## src/rtl/mini_feistel_engine.sv

```systemverilog
module mini_feistel_engine #(
  parameter int          ROUNDS = 16,
  parameter logic [15:0] SBOX1  = 16'hD839,
  parameter logic [15:0] SBOX2  = 16'h8D72,
  parameter logic [15:0] SBOX3  = 16'hD287,
  parameter logic [15:0] SBOX4  = 16'h276C,
  localparam int         IW     = $clog2(ROUNDS)
) (
  input  logic          clk,
  input  logic          rst_n,
  input  logic          start_i,
  input  logic [15:0]   plain_i,
  output logic [IW-1:0] key_idx_o,
  input  logic [11:0]   subkey_i,
  output logic          busy_o,
  output logic          done_o,
  output logic [15:0]   cipher_o,
  output logic          log_we_o,
  output logic [IW-1:0] log_addr_o,
  output logic [15:0]   log_data_o
);

  localparam logic [IW-1:0] LAST = IW'(ROUNDS - 1);

  // table entry index is {row, column}, two bits per entry
  function automatic logic [1:0] sbox(input logic [15:0] tbl, input logic [2:0] grp);
    logic [2:0] a;
    a = {grp[1], grp[2], grp[0]};
    return tbl[{a, 1'b0} +: 2];
  endfunction

  logic [7:0]    lh, rh;
  logic [IW-1:0] rnd;
  logic [11:0]   mixed;
  logic [7:0]    fval, nr;

  assign mixed = {rh[7], rh[6], rh[5], rh[4], rh[3], rh[4],
                  rh[3], rh[2], rh[1], rh[0], rh[0], rh[7]} ^ subkey_i;
  assign fval  = {sbox(SBOX1, mixed[11:9]), sbox(SBOX2, mixed[8:6]),
                  sbox(SBOX3, mixed[5:3]),  sbox(SBOX4, mixed[2:0])};
  assign nr    = lh ^ fval;

  assign key_idx_o  = rnd;
  assign log_we_o   = busy_o;
  assign log_addr_o = rnd;
  assign log_data_o = {rh, nr};

  always_ff @(posedge clk) begin
    if (!rst_n) begin
      lh       <= '0;
      rh       <= '0;
      rnd      <= '0;
      busy_o   <= 1'b0;
      done_o   <= 1'b0;
      cipher_o <= '0;
    end else begin
      done_o <= 1'b0;
      if (busy_o) begin
        lh  <= rh;
        rh  <= nr;
        rnd <= rnd + 1'b1;
        if (rnd == LAST) begin
          busy_o   <= 1'b0;
          done_o   <= 1'b1;
          cipher_o <= {nr, rh};
        end
      end else if (start_i) begin
        lh     <= plain_i[15:8];
        rh     <= plain_i[7:0];
        rnd    <= '0;
        busy_o <= 1'b1;
      end
    end
  end

  assert_start_loads_R7: assert property (@(posedge clk) disable iff (!rst_n)
    (!busy_o && start_i) |=> (busy_o && key_idx_o == '0));

  assert_index_steps_R7: assert property (@(posedge clk) disable iff (!rst_n)
    (busy_o && key_idx_o != LAST) |=> (busy_o && key_idx_o == $past(key_idx_o) + 1'b1));

  assert_done_after_last_R9: assert property (@(posedge clk) disable iff (!rst_n)
    (busy_o && key_idx_o == LAST) |=> (done_o && !busy_o));

  assert_done_single_R9: assert property (@(posedge clk) disable iff (!rst_n)
    done_o |=> !done_o);

  assert_cipher_holds_R9: assert property (@(posedge clk) disable iff (!rst_n)
    !busy_o |=> $stable(cipher_o));

  assert_left_from_right_R5: assert property (@(posedge clk) disable iff (!rst_n)
    (busy_o && key_idx_o != LAST) |=> log_data_o[15:8] == $past(log_data_o[7:0]));

endmodule

```

## config.mk

```make
export PLATFORM = sky130hd
export DESIGN_NAME = mini_feistel_engine
export DESIGN_NICKNAME = d
export VERILOG_FILES = /design/src/rtl/mini_feistel_engine.sv
export SDC_FILE = /design/constraint.sdc
export NUM_CORES = 1
export LEC_CHECK = 0
export BUFFER_PORTS_ARGS = -buffer_cell sky130_fd_sc_hd__buf_2
export CAP_MARGIN = 10
export CORE_MARGIN = 2
export CORE_UTILIZATION = 53
export CTS_BUF_LIST = sky130_fd_sc_hd__clkbuf_8
export CTS_CLUSTER_DIAMETER = 200
export CTS_CLUSTER_SIZE = 8
export DETAILED_ROUTE_END_ITERATION = 16
export PLACE_DENSITY = 0.87
export SYNTH_ARGS = -nofsm -noshare
export SYNTH_HDL_FRONTEND = slang
export SYNTH_SLANG_ARGS = --single-unit
```

## constraint.sdc

```tcl
create_clock -name clk -period 2.9 [get_ports clk]
set_clock_uncertainty 0.05 [all_clocks]
set_input_delay 0.435 -clock clk [delete_from_list [all_inputs] [get_ports clk]]
set_output_delay 0.435 -clock clk [all_outputs]
set_load 0.01 [all_outputs]
```

==> results.yml <==
min_path:
  hold_path_class: "in2reg"
  whs_path_depth: 3
sta:
  finalSetupViolCount: 0
  drv_slew: 0
  hold_viol: 0
  finalSetupTns_ps: 0
  tightest_slew_ps: 635
  rsz0062_at_grt: "no"
  slew_headroom_pct: 57.7
  min_period_over_period_pct: 76.0
  max_freq_ghz: 0.454
  final.min_clock_period_ps: 2200
cts:
  cts.sinks: 38
  cts_tree: "yes"
  clk_latency_ps: 300
  cts_setup_buffers: 0
  root_buffer: "clkbuf_8"
  clk_pin_slew_ps: 80
  cts_resized: 0
  cts_buffer_depth: 2
  cts-hold-fix-buffers: 0
  h-tree-depth: 2
  cts_buffers: 5
critical_path:
  crit_path_end_kind: "primary output"
  worst-setup-path-type: "reg2out"
  crit_path_max_incr_delay_ps: 510
  cp_max_fo: 6
  arrival_ps: 1720
  crit_required_ps: 2410
  slowest_stage: "xnor3_2"
  worstPathCellList: "xnor3_2 > xnor2_1 > inv_1 > buf_2"
  path_delay_family: "XOR/XNOR gates"
  start_kind: "flip-flop"
  cp.depth: 4
  timing.critical_path.buf_inv: 2
  ff2ff_path_depth: 6
power_and_ir_drop:
  p_per_area_nw_per_um2: 598
  p_switching_uw: 403
  ir_worst_vdd_mv: 0.293
  switching_share_pct: 29.6
  p_total_mw: 1.36
  intPower_uw: 958
  power.leakage_nw: 1.11
  power_frac_comb_pct: 24.9
  p_seq_share_pct: 42.6
  power.share.clock_pct: 32.5
yosys:
  yosys.area.top_type: "dfxtp_1"
  synth.area.mux_share_pct: 9.67
  yosys_warnings: 0
  synth_top_family_by_area: "compound AO/OA/AOI/OAI gates"
  synth.avg_cell_area_sq_um: 9.26
  ys_ff_latch: 38
  synthesis.instances: 197
  synth_top_area_share_pct: 41.7
  synth_fp_nets: 229
  synthSimpleGateAreaFrac_pct: 11.0
  ys_seq_area_share_pct: 41.7
  synth_cell_types: 39
  synth-compound-area-share_pct: 17.9
  synth_area_sq_um: 1820
  ys_top_cells_by_area: "dfxtp_1, xnor2_1, mux2i_1"
  yosys.area_share.xor_xnor_pct: 12.2
  synth_fa_ha_area_share_pct: 0.686
drt:
  top_layer: "met4"
  drt_iter0_drc: 132
  routed_wl_mm: 4.25
  wl_met1_mm: 1.80
  antenna_left: 0
  dr_wl_met2_mm: 2.15
  dr_wl_met3_um: 222
  wl_per_cell_um: 13.8
  drc: 0
  num_vias: 1598
  drt-pass1-iter-count: 4
  vias_per_cell: 5.17
finish:
  post-route-util_pct: 68.7
  multiInputGateArea_sq_um: 938
  mostFrequentLayoutCells: "buf_2, dfxtp_1, nor2_1"
  finalNetCount: 294
  final_common_cell: "buf_2"
  antenna_cells: 0
  final_layout_size_suffix_gt1_share_pct: 36.9
  regArea_sq_um: 761
  area_growth_pct: 24.8
  n_fill_cell: 282
floorplanning:
  die_w_um: 62.7
  die_h_um: 62.7
  start_util_pct: 55.1
  row_count: 21
  die_area_sq_um: 3930
  coreArea_sq_um: 3310
  io_pins: 74
run_status:
  outcome: "complete, no violations"
grt:
  grt_usage_pct: 22.8
  grt_pass1_vias: 1471
  grt_overflow_total: 0
  grt_max_degree: 39
  antenna_found_initial: 0
  grt_pass1_wl_mm: 6.98
placement:
  dp_hpwl_mm: 3.00
  gp_congestion: 0.758
  io_buffers: 73
flow_run:
  maxCapViolations: 0
[through the flow]
step / std cells / hold slack, ps / instance area, sq um / setup slack [ps]
3_5_place_dp: 301 / 402 / 2170 / 863
2_1_floorplan: 197 / 422 / 1820 / 1160
4_1_cts: 309 / 394 / 2280 / 692
6_report: 309 / 393 / 2280 / 697
5_1_grt: 309 / 396 / 2280 / 611
3_3_place_gp: 301 / 377 / 2170 / 875
[registers in the layout (all words and copies together), names as in the netlist]
register	flops
lh	8
rh	8
busy_o	1
key_idx_o	4
done_o	1
cipher_o	16
[layer usage]
layer,global-route usage [%],vias up
li1,-,795
met1,27.1,744
met2,38.7,51
met3,4.32,8
met4,12.8,0
met5,0,-
[logic make-up after synthesis]
family | count (synthesis)
compound gates | 50
xor+xnor | 22
fa+ha+maj | 1
buf+inv | 26
flops | 38
mux | 17
simple gates | 43
[synth_stat cells (all sizes together)]
cell type,instances
inv,10
and3,1
nor2b,3
and2,2
ha,1
xnor3,1
xor2,6
a21oi,19
a41oi,1
nor2,22
nand2,7
a31oi,1
clkbuf,2
mux2i,12
buf,14
nor3b,2
a22o,10
nand3,1
or2,1
dfxtp,38
nor3,2
o21a,2
nand4,2
xnor2,15
a211oi,3
a2111oi,1
mux2,5
a211o,1
o21ai,12
[worst min-delay path: cells and delay by family]
kind	cells	cell delay (ps)
buffers and inverters	1	140
AO/OA/AOI/OAI	2	120
[final timing paths]
kind / start / endpoint / slack, ps
worst max-delay path: rh[3] / log_data_o[4] / 700
worst min-delay path: rst_n / rh[3] / 390
worst max register to register: key_idx_o[0] / cipher_o[8] / 1220
worst min register to register: cipher_o[10] / cipher_o[10] / 420
[power by group through the flow]
stage	Clock [mW]	Combinational [mW]	Sequential [mW]
2_1_floorplan	0	0.229	0.591
3_3_place_gp	0	0.333	0.589
3_5_place_dp	0	0.339	0.591
4_1_cts	0.447	0.342	0.579
5_1_grt	0.468	0.375	0.585
6_report	0.442	0.339	0.580
[area by class of cell]
cell class / count / area share (%)
Clock buffer: 5 / 3.02
Clock inverter: 3 / 1.76
Sequential cell: 38 / 33.4
Multi-Input combinational cell: 133 / 41.2
Inverter: 10 / 1.65
Timing Repair Buffer: 74 / 16.4
Tap cell: 46 / 2.53
No activity file was read; power rests on OpenSTA's default activity.
